`config.mk`:
```
export PLATFORM = sky130hd
export DESIGN_NAME = spi_reg_master
export DESIGN_NICKNAME = d
export VERILOG_FILES = /design/src/rtl/spi_reg_pkg.sv /design/src/rtl/spi_rx_fifo.sv /design/src/rtl/spi_byte_shifter.sv /design/src/rtl/spi_reg_master.sv
export SDC_FILE = /design/constraint.sdc
export NUM_CORES = 1
export LEC_CHECK = 0
export ABC_CLOCK_PERIOD_IN_PS = 4800
export BUFFER_PORTS_ARGS = -buffer_cell sky130_fd_sc_hd__buf_4
export CELL_PAD_IN_SITES_DETAIL_PLACEMENT = 0
export CELL_PAD_IN_SITES_GLOBAL_PLACEMENT = 2
export CORE_UTILIZATION = 32
export CTS_CLUSTER_SIZE = 10
export DETAILED_ROUTE_END_ITERATION = 8
export PLACE_DENSITY = 0.63
export SETUP_SLACK_MARGIN = 0.1
export SLEW_MARGIN = 20
export SYNTH_ARGS = -nofsm -noshare
export SYNTH_HDL_FRONTEND = slang
export SYNTH_HIERARCHICAL = 1
export SYNTH_SLANG_ARGS = --single-unit
```
`constraint.sdc`:
```
create_clock -name clk -period 4.8 [get_ports clk]
set_clock_uncertainty 0.05 [all_clocks]
set_input_delay 0 -clock clk [delete_from_list [all_inputs] [get_ports clk]]
set_output_delay 0 -clock clk [all_outputs]
set_load 0.05 [all_outputs]
```
`src/rtl/spi_reg_pkg.sv`:
```
package spi_reg_pkg;
  localparam int CODE_W = 3;
  localparam int DIV_W  = 2 ** CODE_W;

  // word indices (byte offset / 4)
  localparam logic [7:0] IDX_CTL1 = 8'd0;
  localparam logic [7:0] IDX_CTL2 = 8'd1;
  localparam logic [7:0] IDX_STAT = 8'd2;
  localparam logic [7:0] IDX_DATA = 8'd3;
  localparam logic [7:0] IDX_POLY = 8'd4;
  localparam logic [7:0] IDX_AUD  = 8'd7;

  localparam logic [31:0] CTL1_KEEP = 32'h0000_037C;
  localparam logic [31:0] CTL2_KEEP = 32'h0000_00C3;
  localparam logic [15:0] POLY_INIT = 16'h0007;

  localparam int CTL1_MASTER = 2;
  localparam int CTL1_ON     = 6;
  localparam int CTL2_RXREQ  = 0;

  // number of bus clocks in one half SCLK period
  function automatic logic [DIV_W-1:0] half_cycles(input logic [CODE_W-1:0] code);
    return {{(DIV_W-1){1'b0}}, 1'b1} << code;
  endfunction

  // any buffer event or request enable set in control-2
  function automatic logic irq_wanted(input logic [31:0] ctl2);
    return ctl2[7] | ctl2[6] | ctl2[1] | ctl2[0];
  endfunction
endpackage

```
`src/rtl/spi_rx_fifo.sv`:
```
module spi_rx_fifo #(
  parameter int DEPTH = 8,
  parameter int WIDTH = 8
) (
  input  logic             clk,
  input  logic             rst_n,
  input  logic             push,
  input  logic [WIDTH-1:0] din,
  input  logic             pop,
  output logic [WIDTH-1:0] dout,
  output logic             empty,
  output logic             full
);
  localparam int PTR_W = (DEPTH > 1) ? $clog2(DEPTH) : 1;
  localparam int CNT_W = $clog2(DEPTH + 1);
  localparam logic [CNT_W-1:0] CNT_MAX = CNT_W'(DEPTH);
  localparam logic [PTR_W-1:0] PTR_LAST = PTR_W'(DEPTH - 1);

  logic [WIDTH-1:0] mem [DEPTH];
  logic [PTR_W-1:0] wr_ptr, rd_ptr;
  logic [CNT_W-1:0] count;
  logic             push_ok, pop_ok;

  assign empty   = (count == '0);
  assign full    = (count == CNT_MAX);
  assign push_ok = push && !full;
  assign pop_ok  = pop && !empty;
  assign dout    = mem[rd_ptr];

  function automatic logic [PTR_W-1:0] ptr_next(input logic [PTR_W-1:0] p);
    return (p == PTR_LAST) ? '0 : p + 1'b1;
  endfunction

  always_ff @(posedge clk or negedge rst_n) begin
    if (!rst_n) begin
      wr_ptr <= '0;
      rd_ptr <= '0;
      count  <= '0;
    end else begin
      if (push_ok) wr_ptr <= ptr_next(wr_ptr);
      if (pop_ok)  rd_ptr <= ptr_next(rd_ptr);
      case ({push_ok, pop_ok})
        2'b10:   count <= count + 1'b1;
        2'b01:   count <= count - 1'b1;
        default: count <= count;
      endcase
    end
  end

  always_ff @(posedge clk) begin
    if (push_ok) mem[wr_ptr] <= din;
  end

  // an arrival at a full queue changes nothing
  p_no_overflow_r8: assert property (@(posedge clk) disable iff (!rst_n)
    (full && push && !pop) |=> (full && $stable(wr_ptr)));

  // a pop of an empty queue leaves it empty
  p_empty_pop_r9: assert property (@(posedge clk) disable iff (!rst_n)
    (empty && pop && !push) |=> (empty && $stable(rd_ptr)));
endmodule

```
`src/rtl/spi_byte_shifter.sv`:
```
module spi_byte_shifter
  import spi_reg_pkg::*;
(
  input  logic              clk,
  input  logic              rst_n,
  input  logic              start,
  input  logic [7:0]        tx_byte,
  input  logic [CODE_W-1:0] code,
  input  logic              miso,
  output logic              busy,
  output logic              sclk,
  output logic              mosi,
  output logic              done,
  output logic [7:0]        rx_byte
);
  logic [CODE_W-1:0] code_q;
  logic [DIV_W-1:0]  div_q;
  logic [2:0]        bit_q;
  logic [7:0]        tx_sh, rx_sh;
  logic              busy_q, sclk_q, tick, last_bit;

  assign tick     = busy_q && (div_q == half_cycles(code_q) - 1'b1);
  assign last_bit = (bit_q == 3'd7);
  assign done     = tick && sclk_q && last_bit;
  assign busy     = busy_q;
  assign sclk     = sclk_q;
  assign mosi     = busy_q & tx_sh[7];
  assign rx_byte  = rx_sh;

  always_ff @(posedge clk or negedge rst_n) begin
    if (!rst_n) begin
      busy_q <= 1'b0;
      sclk_q <= 1'b0;
      div_q  <= '0;
      bit_q  <= '0;
      code_q <= '0;
      tx_sh  <= '0;
      rx_sh  <= '0;
    end else if (!busy_q) begin
      if (start) begin
        busy_q <= 1'b1;
        sclk_q <= 1'b0;
        div_q  <= '0;
        bit_q  <= '0;
        code_q <= code;
        tx_sh  <= tx_byte;
      end
    end else if (tick) begin
      div_q <= '0;
      if (!sclk_q) begin
        sclk_q <= 1'b1;
        rx_sh  <= {rx_sh[6:0], miso};
      end else begin
        sclk_q <= 1'b0;
        if (last_bit) begin
          busy_q <= 1'b0;
        end else begin
          bit_q <= bit_q + 1'b1;
          tx_sh <= {tx_sh[6:0], 1'b0};
        end
      end
    end else begin
      div_q <= div_q + 1'b1;
    end
  end

  // SCLK is low whenever a transfer has just ended
  p_idle_low_r4: assert property (@(posedge clk) disable iff (!rst_n)
    $fell(busy_q) |-> !sclk_q);

  // data out is held across every rising SCLK edge
  p_mosi_hold_r4: assert property (@(posedge clk) disable iff (!rst_n)
    $rose(sclk_q) |-> $stable(tx_sh[7]));
endmodule

```
`src/rtl/spi_reg_master.sv`:
```
module spi_reg_master
  import spi_reg_pkg::*;
#(
  parameter int FIFO_DEPTH = 8
) (
  input  logic        clk,
  input  logic        rst_n,
  input  logic        bus_sel,
  input  logic        bus_wr,
  input  logic        bus_byte,
  input  logic [9:0]  bus_addr,
  input  logic [31:0] bus_wdata,
  output logic [31:0] bus_rdata,
  output logic        spi_sclk,
  output logic        spi_mosi,
  input  logic        spi_miso,
  output logic        spi_cs_n,
  output logic        irq
);
  logic [31:0] ctl1_q, ctl2_q, word_rd, wval;
  logic [15:0] poly_q;
  logic [7:0]  widx, rx_byte, fifo_dout, push_data;
  logic        acc_ok, wr_ev, rd_ev, data_wr, data_rd, data_acc;
  logic        slave_ready, xfer_start, null_push, xfer_done, busy;
  logic        push, pop, empty, full, en_drop, ctl2_rearm, irq_q;

  // access qualification
  assign widx     = bus_addr[9:2];
  assign acc_ok   = !bus_byte || (bus_addr[1:0] == 2'b00);
  assign wr_ev    = bus_sel && bus_wr && acc_ok;
  assign rd_ev    = bus_sel && !bus_wr && acc_ok;
  assign wval     = bus_byte ? {24'h0, bus_wdata[7:0]} : bus_wdata;
  assign data_wr  = wr_ev && (widx == IDX_DATA);
  assign data_rd  = rd_ev && (widx == IDX_DATA);
  assign data_acc = data_wr || data_rd;

  // transfer launch
  assign slave_ready = ctl1_q[CTL1_MASTER] && ctl1_q[CTL1_ON];
  assign xfer_start  = data_wr && !busy && slave_ready;
  assign null_push   = data_wr && !busy && !slave_ready;
  assign push        = xfer_done || null_push;
  assign push_data   = xfer_done ? rx_byte : 8'h00;
  assign pop         = data_rd && !empty;

  assign en_drop    = wr_ev && (widx == IDX_CTL1) && ctl1_q[CTL1_ON] && !wval[CTL1_ON];
  assign ctl2_rearm = wr_ev && (widx == IDX_CTL2) && wval[CTL2_RXREQ];

  spi_byte_shifter u_shift (
    .clk     (clk),
    .rst_n   (rst_n),
    .start   (xfer_start),
    .tx_byte (wval[7:0]),
    .code    (ctl1_q[5:3]),
    .miso    (spi_miso),
    .busy    (busy),
    .sclk    (spi_sclk),
    .mosi    (spi_mosi),
    .done    (xfer_done),
    .rx_byte (rx_byte)
  );

  spi_rx_fifo #(.DEPTH(FIFO_DEPTH), .WIDTH(8)) u_rxq (
    .clk   (clk),
    .rst_n (rst_n),
    .push  (push),
    .din   (push_data),
    .pop   (pop),
    .dout  (fifo_dout),
    .empty (empty),
    .full  (full)
  );

  assign spi_cs_n = !busy;

  always_ff @(posedge clk or negedge rst_n) begin
    if (!rst_n) begin
      ctl1_q <= '0;
      ctl2_q <= '0;
      poly_q <= POLY_INIT;
    end else if (wr_ev) begin
      case (widx)
        IDX_CTL1: ctl1_q <= wval & CTL1_KEEP;
        IDX_CTL2: ctl2_q <= wval & CTL2_KEEP;
        IDX_POLY: poly_q <= wval[15:0];
        default:  ;
      endcase
    end
  end

  // interrupt: enable drop wins, then completion, then re-arm, then data access
  always_ff @(posedge clk or negedge rst_n) begin
    if (!rst_n)                                irq_q <= 1'b0;
    else if (en_drop)                          irq_q <= 1'b0;
    else if (xfer_done && irq_wanted(ctl2_q))  irq_q <= 1'b1;
    else if (ctl2_rearm)                       irq_q <= 1'b1;
    else if (data_acc)                         irq_q <= 1'b0;
  end
  assign irq = irq_q;

  always_comb begin
    case (widx)
      IDX_CTL1: word_rd = ctl1_q;
      IDX_CTL2: word_rd = ctl2_q;
      IDX_STAT: word_rd = {30'h0, !busy, !empty};
      IDX_DATA: word_rd = empty ? 32'h0 : {24'h0, fifo_dout};
      IDX_POLY: word_rd = {16'h0, poly_q};
      default:  word_rd = 32'h0;
    endcase
    bus_rdata = '0;
    if (rd_ev) bus_rdata = bus_byte ? {24'h0, word_rd[7:0]} : word_rd;
  end

  // audio-mode register never reads back a set bit
  p_aud_zero_r3: assert property (@(posedge clk) disable iff (!rst_n)
    (rd_ev && (widx == IDX_AUD)) |-> (bus_rdata == 32'h0));

  // completion with an enable set raises the line
  p_irq_set_r10: assert property (@(posedge clk) disable iff (!rst_n)
    (xfer_done && irq_wanted(ctl2_q) && !en_drop) |=> irq);

  // a data access with nothing completing clears the line
  p_data_clear_r11: assert property (@(posedge clk) disable iff (!rst_n)
    (data_acc && !xfer_done) |=> !irq);

  // dropping the enable clears the line
  p_en_drop_r12: assert property (@(posedge clk) disable iff (!rst_n)
    en_drop |=> !irq);

  // control-2 bit 0 write raises the line
  p_rearm_r13: assert property (@(posedge clk) disable iff (!rst_n)
    ctl2_rearm |=> irq);

  // select stays low for the whole transfer
  p_cs_busy_r6: assert property (@(posedge clk) disable iff (!rst_n)
    (!spi_cs_n && !xfer_done) |=> !spi_cs_n);
endmodule

```
**After elaboration in Yosys (flattened, before gate mapping)**

Memory sizes are Yosys's and may differ from the RTL's.
Index checks and enable logic that the tools add are counted.
W data, S select, Z words.

- Flip-flop bits (word level): 70
- Bits in latches: 0
- RAM bits: 64
- Bits in read-only memories: 0
- Input bits: 48
- Memories kept: 1

- Add/subtract/negate cells: 7
- Multipliers: 0
- Div/mod/pow operators: 0
- Magnitude comparators: 0
- Equal/unequal tests: 14
- Shift operators: 1
- Multiplexer cells: 37
- Bitwise operators: 6
- Reductions and logical operators: 45

Memory list:

| name | depth | width | rd ports | clocked after Yosys merged registers in | wr ports | RTL line | text |
|---|---|---|---|---|---|---|---|
| u_rxq.mem | 8 | 8 | 1 | 0 | 1 | spi_rx_fifo.sv:19 | `logic [WIDTH-1:0] mem [DEPTH];` |

Operator list:

| kind | count |
|---|---|
| $mux W8 | 10 |
| $pmux W16 S5 | 1 |
| $mux W32 | 2 |
| $logic_and A1 B1 Y1 | 22 |
| $mux W3 | 7 |
| $eq A8 B2 Y1 const B | 2 |
| $mux W16 | 1 |
| $mux W1 | 15 |
| $reduce_and A2 Y1 | 5 |
| $add A3 B1 Y3 const B | 3 |
| $eq A3 B3 Y1 const B | 3 |
| $add A8 B1 Y8 const B | 1 |
| $eq A8 B1 Y1 const B | 1 |
| $eq A8 B3 Y1 const B | 1 |
| $eq A8 B8 Y1 | 1 |
| $logic_not A8 Y1 | 1 |
| $pmux W4 S2 | 1 |
| $shl A1 B3 Y8 const A | 1 |
| $sub A8 B1 Y8 const B | 1 |
| $logic_not A1 Y1 | 7 |
| $ne A2 B2 Y1 const B | 3 |
| $add A4 B1 Y4 const B | 1 |
| $eq A4 B4 Y1 const B | 1 |
| $logic_not A4 Y1 | 1 |
| 12 further kinds | 18 |

**Longest topological paths before layout**

- Word-level depth: 10
- Depth in mapped cells: 14
- Depth with buffers taken out: 12

**Hierarchy**

The synthesis kept the hierarchy.

Modules (own cells, without submodules):

| module | instances | cells each | area an instance (sq um) |
|---|---|---|---|
| spi_rx_fifo | 1 | 162 | 3155.5 |
| spi_reg_master | 1 | 176 | 1840.5 |
| spi_byte_shifter | 1 | 145 | 1711.6 |

**Least setup slack after synthesis**

No wires, ideal clock.

- Path type: register -> register
- Start point: register u_shift.code_q[2]
- End point: register u_rxq.count[3]
- Setup time: 0.134 ns
- Arrival time: 3.474 ns
- Data required time: 4.616 ns
- Setup slack: 1.142 ns
- Stages on the path, launching flop included: 15
- Buffers on the path: 2
- Cell sequence: dfrtp_1 > buf_6 > or4_1 > nor2_1 > o311a_4 > and3_1 > buf_2 > and3_1 > a21o_1 > nand2_4 > ha_1 > ha_1 > or4b_1 > o311ai_0 > o211ai_1

- Cells in the longest elaborated chain, start to end: 10
- Elaborated cells on any way between the ends: 12
- Those cells by class: add/sub: 1; eq/ne: 3; shift: 1; mux: 1; reduce/logical: 6

RTL lines:

| item | RTL line | text |
|---|---|---|
| start, declared | spi_byte_shifter.sv:16 | `logic [CODE_W-1:0] code_q;` |
| start signal, assigned | spi_byte_shifter.sv:45 | `code_q <= code;` |
| $shl A1 B3 Y8 (*) | spi_reg_pkg.sv:23 | `return {{(DIV_W-1){1'b0}}, 1'b1} << code;` |
| $sub A8 B1 Y8 (*) | spi_byte_shifter.sv:22 | `assign tick = busy_q && (div_q == half_cycles(code_q) - 1'b1);` |
| $eq A8 B8 Y1 (*) | spi_byte_shifter.sv:22 |  |
| $logic_and A1 B1 Y1 (*) | spi_byte_shifter.sv:22 |  |
| $logic_and A1 B1 Y1 (*) (2 in a row) | spi_byte_shifter.sv:24 | `assign done = tick && sclk_q && last_bit;` |
| named net xfer_done | spi_reg_master.sv:24 | `logic slave_ready, xfer_start, null_push, xfer_done, busy;` |
| $logic_or A1 B1 Y1 (*) | spi_reg_master.sv:41 | `assign push = xfer_done \|\| null_push;` |
| named net push | spi_reg_master.sv:25 | `logic push, pop, empty, full, en_drop, ctl2_rearm, irq_q;` |
| $logic_and A1 B1 Y1 (*) | spi_rx_fifo.sv:26 | `assign push_ok = push && !full;` |
| $eq A2 B1 Y1 or $eq A2 B2 Y1 (tied branches) | spi_rx_fifo.sv:42 | `case ({push_ok, pop_ok})` |
| $pmux W4 S2 or $reduce_bool A2 Y1 (tied branches) | - |  |
| end signal, assigned | spi_rx_fifo.sv:43 | `2'b10: count <= count + 1'b1;` |
| end signal, assigned | spi_rx_fifo.sv:44 | `2'b01: count <= count - 1'b1;` |
| end signal, assigned | spi_rx_fifo.sv:45 | `default: count <= count;` |
| end, declared | spi_rx_fifo.sv:21 | `logic [CNT_W-1:0] count;` |

Mark *: on every way through the listed nets, which the timed path passes. The rest lies on a longest branch.
A chain may end at the register's enable or synchronous reset.

**Final worst setup path**

Same ends and word-level chain as after synthesis.

==> results.txt <==
The flow ran to the end, and the final reports show no timing, DRC or antenna violations. The worst hold path depth came out at 3. The weighted congestion reported at the end of routability-driven placement is 0.776.

After routing, the total negative slack on setup checks comes to 0 ns. The core region is 20400 um^2. The number of standard cells after synthesis is 482. The core utilization of the finished layout is 40.0%. The clock-pin slew on the worst setup and hold paths came out at 0.06 ns.

A synthesized cell averages 13.9 um^2. In this run the most used layer during global routing was met2. The kind of critical path is reg2reg. Summed over all nets, the half-perimeter wirelength after detailed placement is 10500 um.

The largest driver fanout on the critical path came out at 10. The worst hold endpoint is ctl1_q[8]$_DFFE_PN0N_. The number of diodes added for antenna fixing is 0. CTS saw 134 sinks. The number of buffers added for setup after CTS is 0. The capturing element type of the critical path is a flop. The slack of the worst reg-to-reg path is 0.78 ns. The wire length of the first global-routing pass is 24200 um. Based on the critical path, the design can be clocked at up to 0.249 GHz. The total leakage power is 3.42 nW. The worst ir drop on vdd is 0.218 mV. The mapped cell area came out at 6700 um^2.

The starting DRC count in detailed routing is 182. The power per standard cell area is 315 nW/um^2. The final critical path time including I/O delays and setup is 4.02 ns. The die outline height came out at 147 um. TritonCTS built the clock tree. The startpoint class of the critical path is a flop. The max-cap check violation count is 0.

The global routing usage on met1 came out at 19.0%. The initial utilization of the core area, before any placement, comes to 32.9%. Measured against its own limit, the worst slew margin works out to 37.2%.

For this design, the CTS-stage hold fixing added 27 buffers. The worst register-to-register path ends at u_rxq/count[3]$_DFFE_PN0P_. Leaving out fill and tap cells, the most frequent cell in the layout is sky130_fd_sc_hd__dfrtp_1. The routed wire length is 15200 um.

Dividing the detail-routed via count by the number of cells gives 4.88. The depth of the most critical reg-to-reg path is 12. The path class of the tightest hold or removal check is in2reg. The library cells used most frequently in the layout, excluding fill and tap cells, are 66 x sky130_fd_sc_hd__dfrtp_1, 64 x sky130_fd_sc_hd__edfxtp_1, 60 x sky130_fd_sc_hd__buf_4. The final instance area is 8150 um^2. In this run, CTS created clock tree buffers numbering 17.

Compared with the post-synthesis result, the final layout area differs by 21.6%. The quantity of gates resized following cts is 0. Cells with a size suffix above 1 make up 34.1% of the layout.

The initial antenna violation count was 0. The longest clock path from root to sink contains 2 buffers. The die width came out at 147 um. The number of failing setup endpoints in the final timing report came out at 0. Row generation in the floorplan step produced 52 rows.

The largest net degree at the start of global routing came out at 71. The final hold violation count came out at 0. The met3 track demand over resource in global routing came out at 2.86%. The transition time of the tightest slew-check pin is 0.942 ns. For met2 alone, demand over resource in global routing was 25.7%. The final-stage net count came out at 627. The worst-skew pair later-pin latency is 0.41 ns. The number of global-route vias before repair is 4253. The data arrival at the endpoint of the critical path is 4.26 ns.

The remaining global-route overflow came out at 0. The worst hold path begins at bus_byte. The placed instance area came out at 7330 um^2. The number of detailed-routing iterations run before antenna repair came out at 4. The max-slew violation count is 0. The vias after detailed routing is 4153. The detail route stage leaves a number of antenna-violating nets equal to 0. Port buffering added 51 buffers. Setup repair after global routing left no endpoint under its margin. The die covers 21500 um^2.

The number of warnings reported in the yosys synthesis log is 6. Pin placement for this block handled 84 I/O pins. The global router's overall resource usage is 15.0%. The tree is rooted in a sky130_fd_sc_hd__clkbuf_16. The post-detailed-route DRC marker count came out at 0. The number of levels in the clock H-tree came out at 4. The critical path data required time is 5.04 ns. Of the available clock period, the critical path in the final layout requires 83.8%.

Dividing the detail-routed wire length by the instance count gives 17.8 um. The startpoint identified for the worst register-to-register timing path is u_shift/code_q[2]$_DFFE_PN0P_.
cell type report:
| type | instances | area (um^2) |
|---|---|---|
| clock buffers | 18 | 429 |
| clock inverters | 14 | 126 |
| fillers | 1931 | 12200 |
| inverters | 13 | 48.8 |
| multi-input cells | 315 | 2810 |
| flip-flops and latches | 134 | 3680 |
| well taps | 270 | 338 |
| repair buffers | 87 | 721 |
worst max path at each step:
stage | startpoint | endpoint | slack, ns | depth (start not counted)
after floorplan | u_shift/code_q[2]$_DFFE_PN0P_ | u_rxq/count[3]$_DFFE_PN0P_ | 1.14 | 14
after global placement | u_shift/code_q[2]$_DFFE_PN0P_ | u_rxq/count[3]$_DFFE_PN0P_ | 0.85 | 12
after detailed placement | u_shift/code_q[2]$_DFFE_PN0P_ | u_rxq/count[3]$_DFFE_PN0P_ | 0.75 | 12
after CTS | u_shift/code_q[2]$_DFFE_PN0P_ | u_rxq/count[3]$_DFFE_PN0P_ | 0.75 | 12
after global routing | u_shift/code_q[2]$_DFFE_PN0P_ | u_rxq/count[3]$_DFFE_PN0P_ | 0.54 | 12
final | u_shift/code_q[2]$_DFFE_PN0P_ | u_rxq/count[3]$_DFFE_PN0P_ | 0.78 | 12
critical path, cell delays in order, from the launching register on:
cell                       delay, ns
sky130_fd_sc_hd__dfrtp_1        0.47
sky130_fd_sc_hd__or4_1          0.54
sky130_fd_sc_hd__nor2_1         0.12
sky130_fd_sc_hd__o311a_4        0.28
sky130_fd_sc_hd__and3_1         0.33
sky130_fd_sc_hd__and3_1         0.26
sky130_fd_sc_hd__a21o_1         0.19
sky130_fd_sc_hd__nand2_4        0.13
sky130_fd_sc_hd__ha_1           0.33
sky130_fd_sc_hd__ha_1           0.39
sky130_fd_sc_hd__or4b_1         0.55
sky130_fd_sc_hd__o311ai_0       0.13
sky130_fd_sc_hd__o211ai_1       0.13
metrics by stage:
step	hold slack, ns	power (mW)	std cells	setup WS (ns)
detailed placement	0.166	1.35	792	0.753
finish	0.0437	2.57	851	0.777
floorplan	-0.346	1.31	497	1.14
global route	0.0439	2.65	851	0.539
CTS	0.0295	2.60	851	0.749
global placement	0.156	1.35	792	0.849
state kept, by name (all words and copies together) (netlist names):
| signal | flops |
|---|---|
| irq | 1 |
| u_rxq/mem | 64 |
| u_shift/code_q | 3 |
| u_shift/rx_byte | 8 |
| u_shift/sclk | 1 |
| u_shift/busy | 1 |
| u_rxq/count | 4 |
| ctl2_q | 4 |
| ctl1_q | 7 |
| poly_q | 16 |
| u_rxq/wr_ptr | 3 |
| u_shift/div_q | 8 |
| u_shift/bit_q | 3 |
| u_rxq/rd_ptr | 3 |
| u_shift/tx_sh | 8 |
power by group:
group / switching, mW / internal, mW / leakage, nW
Sequential: 0.0113 / 1.20 / 1.59
Clock: 0.508 / 0.716 / 0.263
Combinational: 0.0744 / 0.0524 / 1.56
Total: 0.593 / 1.97 / 3.42
routing by layer:
| metal | up-vias | routed length (um) | share of wire (%) |
|---|---|---|---|
| li1 | 1962 | - | - |
| met1 | 2102 | 6840 | 45 |
| met2 | 76 | 7720 | 51 |
| met3 | 13 | 433 | 2.9 |
| met4 | 0 | 168 | 1.1 |
| met5 | - | 0 | 0 |
Power figures use the tool's default switching activity.
